`src/rtl/snoop_pkg.sv`:
```
package snoop_pkg;

    typedef enum logic {
        SNP_FIXED    = 1'b0,
        SNP_VARIABLE = 1'b1
    } snp_mode_e;

endpackage

```
`src/rtl/snoop_merge.sv`:
```
module snoop_merge #(
    parameter int   N_CACHES = 4,
    parameter logic GATE     = 1'b0
) (
    input  logic [N_CACHES-1:0] shared_i,
    input  logic [N_CACHES-1:0] dirty_i,
    input  logic [N_CACHES-1:0] done_i,
    input  logic [N_CACHES-1:0] seen_i,
    output logic                hit_sh_o,
    output logic                hit_dt_o,
    output logic                all_done_o
);

    logic [N_CACHES-1:0] sh_m;
    logic [N_CACHES-1:0] dt_m;

    generate
        if (GATE) begin : g_gated
            assign sh_m = shared_i & done_i;
            assign dt_m = dirty_i & done_i;
        end else begin : g_open
            assign sh_m = shared_i;
            assign dt_m = dirty_i;
        end
    endgenerate

    assign hit_sh_o   = |sh_m;
    assign hit_dt_o   = |dt_m;
    assign all_done_o = &(seen_i | done_i);

endmodule

```
`src/rtl/snoop_timer.sv`:
```
module snoop_timer #(
    parameter int DELAY = 3
) (
    input  logic clk_i,
    input  logic rst_ni,
    input  logic start_i,
    output logic expire_o
);

    localparam int CW = (DELAY > 1) ? $clog2(DELAY) : 1;

    typedef struct packed {
        logic          busy;
        logic [CW-1:0] cnt;
    } tmr_t;

    tmr_t tmr_d, tmr_q;

    assign expire_o = tmr_q.busy && (tmr_q.cnt == '0);

    always_comb begin
        tmr_d = tmr_q;
        if (tmr_q.busy) begin
            if (tmr_q.cnt == '0) begin
                tmr_d.busy = 1'b0;
            end else begin
                tmr_d.cnt = tmr_q.cnt - 1'b1;
            end
        end else if (start_i) begin
            tmr_d.busy = 1'b1;
            tmr_d.cnt  = CW'(DELAY - 1);
        end
    end

    always_ff @(posedge clk_i or negedge rst_ni) begin
        if (!rst_ni) begin
            tmr_q <= '0;
        end else begin
            tmr_q <= tmr_d;
        end
    end

endmodule

```
`src/rtl/snoop_combiner.sv`:
```
module snoop_combiner
    import snoop_pkg::*;
#(
    parameter int        N_CACHES    = 4,
    parameter snp_mode_e MODE        = SNP_FIXED,
    parameter int        FIXED_DELAY = 3
) (
    input  logic                clk_i,
    input  logic                rst_ni,
    input  logic                addr_vld_i,
    input  logic [N_CACHES-1:0] shared_i,
    input  logic [N_CACHES-1:0] dirty_i,
    input  logic [N_CACHES-1:0] done_i,
    output logic                snoop_vld_o,
    output logic                shared_o,
    output logic                dirty_o,
    output logic                mem_respond_o,
    output logic                mem_inhibit_o
);

    localparam logic IS_VAR = (MODE == SNP_VARIABLE);

    typedef struct packed {
        logic                busy;
        logic [N_CACHES-1:0] seen;
        logic                acc_sh;
        logic                acc_dt;
        logic                vld;
        logic                sh;
        logic                dt;
        logic                resp;
        logic                inh;
    } cmb_t;

    cmb_t cmb_d, cmb_q;

    logic hit_sh, hit_dt, all_done;
    logic expire, start, finish;
    logic sh_fin, dt_fin;

    assign start = !cmb_q.busy && addr_vld_i;

    snoop_merge #(
        .N_CACHES (N_CACHES),
        .GATE     (IS_VAR)
    ) u_merge (
        .shared_i   (shared_i),
        .dirty_i    (dirty_i),
        .done_i     (done_i),
        .seen_i     (cmb_q.seen),
        .hit_sh_o   (hit_sh),
        .hit_dt_o   (hit_dt),
        .all_done_o (all_done)
    );

    generate
        if (MODE == SNP_FIXED) begin : g_fixed
            if (FIXED_DELAY < 1) begin : g_bad_delay
                $error("FIXED_DELAY must be at least 1");
            end
            snoop_timer #(
                .DELAY (FIXED_DELAY)
            ) u_timer (
                .clk_i    (clk_i),
                .rst_ni   (rst_ni),
                .start_i  (start),
                .expire_o (expire)
            );
            assign finish = cmb_q.busy && expire;
            assign sh_fin = hit_sh;
            assign dt_fin = hit_dt;
        end else begin : g_var
            assign expire = 1'b0;
            assign finish = cmb_q.busy && all_done;
            assign sh_fin = cmb_q.acc_sh | hit_sh;
            assign dt_fin = cmb_q.acc_dt | hit_dt;
        end
    endgenerate

    always_comb begin
        cmb_d      = cmb_q;
        cmb_d.vld  = 1'b0;
        cmb_d.sh   = 1'b0;
        cmb_d.dt   = 1'b0;
        cmb_d.resp = 1'b0;
        cmb_d.inh  = 1'b0;
        if (start) begin
            cmb_d.busy   = 1'b1;
            cmb_d.seen   = '0;
            cmb_d.acc_sh = 1'b0;
            cmb_d.acc_dt = 1'b0;
        end else if (cmb_q.busy) begin
            cmb_d.seen   = cmb_q.seen | done_i;
            cmb_d.acc_sh = cmb_q.acc_sh | hit_sh;
            cmb_d.acc_dt = cmb_q.acc_dt | hit_dt;
            if (finish) begin
                cmb_d.busy = 1'b0;
                cmb_d.vld  = 1'b1;
                cmb_d.sh   = sh_fin;
                cmb_d.dt   = dt_fin;
                cmb_d.resp = !dt_fin;
                cmb_d.inh  = dt_fin;
            end
        end
    end

    always_ff @(posedge clk_i or negedge rst_ni) begin
        if (!rst_ni) begin
            cmb_q <= '0;
        end else begin
            cmb_q <= cmb_d;
        end
    end

    assign snoop_vld_o   = cmb_q.vld;
    assign shared_o      = cmb_q.sh;
    assign dirty_o       = cmb_q.dt;
    assign mem_respond_o = cmb_q.resp;
    assign mem_inhibit_o = cmb_q.inh;

endmodule

```
`config.mk`:
```
export PLATFORM = sky130hd
export DESIGN_NAME = snoop_combiner
export DESIGN_NICKNAME = d
export VERILOG_FILES = /design/src/rtl/snoop_pkg.sv /design/src/rtl/snoop_merge.sv /design/src/rtl/snoop_timer.sv /design/src/rtl/snoop_combiner.sv
export SDC_FILE = /design/constraint.sdc
export NUM_CORES = 1
export LEC_CHECK = 0
export BUFFER_PORTS_ARGS = -buffer_cell sky130_fd_sc_hd__buf_2
export CORE_AREA = 10 10 47 49
export DETAILED_ROUTE_END_ITERATION = 7
export DIE_AREA = 0 0 57 59
export GPL_ROUTABILITY_DRIVEN = 0
export GPL_TIMING_DRIVEN = 0
export REMOVE_ABC_BUFFERS = 1
export SYNTH_ARGS = -nofsm -noshare
export SYNTH_HDL_FRONTEND = slang
export SYNTH_SLANG_ARGS = --single-unit
export TNS_END_PERCENT = 5
```
`constraint.sdc`:
```
create_clock -name clk_i -period 3.25 [get_ports clk_i]
set_input_delay 0 -clock clk_i [delete_from_list [all_inputs] [get_ports clk_i]]
set_output_delay 0 -clock clk_i [all_outputs]
set_load 0.005 [all_outputs]
```
# Word-level counts from Yosys, hierarchy flattened

Index checks and enable logic that the tools add are counted.
Widths: inputs -> output; s select.

Add/subtract/negate cells: 1
Equality and inequality tests: 1
Mux-type cells: 9
Bitwise operators: 3
Reductions and logical operators: 11

Operators by type and width:

| kind                | count |
|---|---|
| $mux 12             | 1 |
| $mux 5              | 2 |
| $reduce_or 4->1     | 2 |
| $mux 7              | 1 |
| $mux 3              | 2 |
| $or 4x4->4          | 1 |
| $reduce_bool 2->1   | 2 |
| $logic_and 1x1->1   | 3 |
| $logic_not 1->1     | 2 |
| $logic_not 2->1     | 1 |
| $mux 1              | 2 |
| $mux 2              | 1 |
| $ne 2x2->1 const B  | 1 |
| $or 1x1->1          | 2 |
| $reduce_and 2->1    | 1 |
| $sub 2x1->2 const B | 1 |

Register bits after elaboration: 15
Input bits: 15
Logic and storage cells: 36

# Longest topological paths before layout

Word-level depth: 6
Depth in mapped cells: 5
Gate-level depth less buffers: 5

# By module

A second synthesis with hierarchy kept.

Cells, all modules: 48
Area, all modules: 505.5 um^2

Modules (own cells, without submodules):

| module         | instances | cells each | area each (um^2) | sequential area each (um^2) |
|---|---|---|---|---|
| snoop_combiner | 1         | 29         | 331.6            | 225.2 |
| snoop_timer    | 1         | 14         | 142.6            | 75.1 |
| snoop_merge    | 1         | 5          | 31.3             | 0.0 |

# Worst setup path before layout

Ideal clock, no wire load.

Path type: register to register
Start: register g_fixed.u_timer.tmr_q[0] (netlist bit)
End: register g_fixed.u_timer.tmr_q[1] (netlist bit)
Arrival time: 0.945 ns
Required time: 3.129 ns
Path slack: 2.184 ns
Cell stages (with the launch flop): 6
Period minus slack after synthesis: 1.066 ns
Cell sequence: dfrtp_1 -> inv_1 -> ha_1 -> nand2b_1 -> o21ai_1 -> o22a_1

Word-level cells in the longest chain between the ends: 3
Elaborated cells between the ends (all ways): 6
Those cells by class: 1 x add/sub; 1 x eq/ne; 2 x mux; 2 x reduce/logical

RTL lines:

| element                                        | line                                 | source |
|---|---|---|
| start, declared                                | snoop_timer.sv:17                    | `tmr_t tmr_d, tmr_q;` |
| start signal, assigned                         | snoop_timer.sv:39                    | `tmr_q <= tmr_d;` |
| $sub 2x1->2 or $logic_not 2->1 (tied branches) | snoop_timer.sv:27, snoop_timer.sv:24 |  |
| $mux 2 or $ne 2x2->1 (tied branches)           | --                                   |  |
| $mux 3 or $reduce_and 2->1 (tied branches)     | --                                   |  |

Several ways; a longest one is shown, not always the timed one. The select of a mux whose other input is x is not followed.
A chain may end at the register's enable or synchronous reset.

==> results.toml <==
[sta]
worstMarginPinSlew_ps = 243
finalSetupViolCount = 0
hold_viol_final = 0
clock.fmax_mhz = 647
timing.final.crit_share = 0.476
slew_limit_headroom = 0.838
grt_setup_unrepaired = "no"
slew_violations = 0
sum_of_negative_setup_slack_ps = 0
finClkSkew_ps = 2.69
timing.final.crit_period_ps = 1550

[floorplan]
floorplan.die.height_um = 59
core.rowCount = 14
initial_utilization = 0.230
floorplan.die.width_um = 57
io_pins = 20
core_region_area_sq_um = 1400
die-area_sq_um = 3360

[synthesis]
top_flip_flop_cell_by_instance_count_after_synthesis = "sky130_fd_sc_hd__dfrtp_1"
ys.warnings.count = 0
netlist_instances = 27
synthDistinctLibCells = 13
yosys.area.top_type_share = 0.620
post-synth-top-count-cell = "sky130_fd_sc_hd__dfrtp_1"
netlist_area_sq_um = 323
synth_enable_flop_cells = 0
mean_cell_area_of_the_mapped_netlist_sq_um = 12.0
async_sr_flop_fraction = 1.00
netlist.top_cell.by_area = "sky130_fd_sc_hd__dfrtp_1"
yosys-top-cells-count = "8 x sky130_fd_sc_hd__dfrtp_1, 4 x sky130_fd_sc_hd__inv_1, 4 x sky130_fd_sc_hd__nor2_1"
synth_seq_area_share = 0.620
post_synth_main_area_contributors = "sky130_fd_sc_hd__dfrtp_1 62%, sky130_fd_sc_hd__inv_1 4.7%, sky130_fd_sc_hd__nor2_1 4.7%, sky130_fd_sc_hd__nor2b_4 4.3%, sky130_fd_sc_hd__ha_1 3.9%"
ys_seq_elements = 8

[route]
wire_per_inst_um = 11.2
vias_per_cell = 4.05
antenna_left = 0
total_number_of_vias = 267
postRouteWirelength_um = 739
drt_pre_antenna_iters = 2
first_iter_violations = 4
drc = 0

[clocking]
clkSlewWorstSetupHoldPaths_ps = 50
cts_root_buf = "sky130_fd_sc_hd__clkbuf_4"
cts_tree = "done"
h-tree-depth = 1
cts.sinks = 8
clock_insertion_delay_worst_skew_ps = 250
cts.path.max_buffers = 2
cts_made_buffers = 3

[status]
outcome = "finished, final reports clean"

[pwr]
power_density_nw_per_um2 = 596
power_frac_clock = 0.253
share_comb_of_total_power = 0.267
p_leak_nw = 0.275
seqPwrFrac = 0.480
net-switching-power_mw = 0.0841
internal_power_mw = 0.210
design_power_total_mw = 0.294
switching_share = 0.286
peakVddDrop_mv = 0.197

[setup_path]
critical_path.cell_chain = "dlygate4sd3_1, buf_2, or4_4, dlygate4sd3_1, nor2_1"
biggest_fanout_along_the_worst_timing_path = 2
required_ps = 3430
critical_path_launch_point_type = "primary input"
crit_type = "in -> reg"
critical-path-top-cell-by-count = "sky130_fd_sc_hd__dlygate4sd3_1"
crit_family = "buffers and inverters"
crit_arrival_ps = 1720
path_buf_inv = 3
critical_path.slowest_cell = "sky130_fd_sc_hd__dlygate4sd3_1"
worst_path_largest_cell_delay_ps = 570
cp-end-kind = "flip-flop"

[cells_and_area]
post-route-cell-area_sq_um = 493
insertedDiodeCount = 0
nets = 68
area_growth_syn_to_layout_pct = 52.7
layout.filler_cells = 147
multi_input_comb_area_sq_um = 100
proportion_of_layout_cells_with_a_drive_suffix_above_1 = 0.400
regArea_sq_um = 200

[job]
cap_viol_max_count = 0

[placement]
postPlaceCellArea_sq_um = 410
dp_hpwl_um = 577
place.port_buffers = 15

[global_routing]
grt_start_max_net_pins = 9
grtUsageTotal = 0.0494
grt_pass1_wl_um = 1280
first_global_vias = 328
antenna_found_initial = 0
globalRouteOverflowTotal = 0

[hold_path]
hold_path.class = "in -> reg"
per-layer routing:
metal,wire [um],GRT usage
met5,0,0
met4,0,0.0302
met3,99,0.0429
met2,328,0.0698
met1,311,0.0480
area by class of cell:
type,count,share of cell area
flip-flops and latches,8,0.406
repair buffers,21,0.274
multi-input cells,14,0.203
clock buffers,3,0.0457
well taps,16,0.0406
inverters,4,0.0305
cells in the final DEF (no fill, tap or decap), types with 2 or more instances in the layout:
master,instances
sky130_fd_sc_hd__buf_2,15
sky130_fd_sc_hd__clkbuf_4,3
sky130_fd_sc_hd__dfrtp_1,8
sky130_fd_sc_hd__dlygate4sd3_1,6
sky130_fd_sc_hd__inv_1,4
sky130_fd_sc_hd__nand2b_1,2
sky130_fd_sc_hd__nor2_1,4
kinds of logic (layout without fill, tap and decap cells):
logic type	count (synthesis)	count (layout)	share of synthesized area
flops	8	8	0.620
buf+inv	5	28	0.0698
fa+ha+maj	1	1	0.0388
mux	1	1	0.0310
compound gates	2	2	0.0426
simple gates	10	10	0.198
what timing repair did:
action                    4_1_cts  5_1_grt
setup buffers                   0        0
hold endpoints to repair       11        0
hold buffers                    6        0
resized for setup               0        0
state kept, by name, summed over array words and instances (netlist names):
register,flops
dirty_o,1
mem_respond_o,1
snoop_vld_o,1
cmb_q,1
g_fixed.u_timer.tmr_q,3
shared_o,1
power by group through the flow:
stage	registers, mW	logic (mW)	clock network (mW)
2_1_floorplan	0.140	0.0519	0
3_3_place_gp	0.141	0.0732	0
3_5_place_dp	0.143	0.0747	0
4_1_cts	0.141	0.0797	0.0789
5_1_grt	0.144	0.0937	0.0838
6_report	0.141	0.0783	0.0744
path summary, 6_finish.rpt:
path	slack, ps	start	endpoint	cells past startpoint
max	1700	dirty_i[2]	mem_respond_o	5
min	90	dirty_i[3]	dirty_o	3
max reg2reg	2080	g_fixed.u_timer.tmr_q[0]	g_fixed.u_timer.tmr_q[1]	5
min reg2reg	480	g_fixed.u_timer.tmr_q[0]	g_fixed.u_timer.tmr_q[0]	1
max in group asynchronous	2970	rst_ni	cmb_q[11]	2
min in group asynchronous	120	rst_ni	shared_o	2
through the flow:
step           std cells  utilization  hold slack [ps]  setup slack [ps]
2_1_floorplan         26            -             -296              2180
3_3_place_gp          57        0.293             -149              2090
3_5_place_dp          57        0.293             -145              2090
4_1_cts               66        0.352             78.4              1730
5_1_grt               66        0.352             87.5              1660
6_report              66        0.352             86.4              1700
worst min-delay path: stages:
cell and delay (ps):
sky130_fd_sc_hd__buf_2 80, sky130_fd_sc_hd__or4_4 110, sky130_fd_sc_hd__nor2b_4 110
Note: power is estimated with default switching activity, not from simulation.
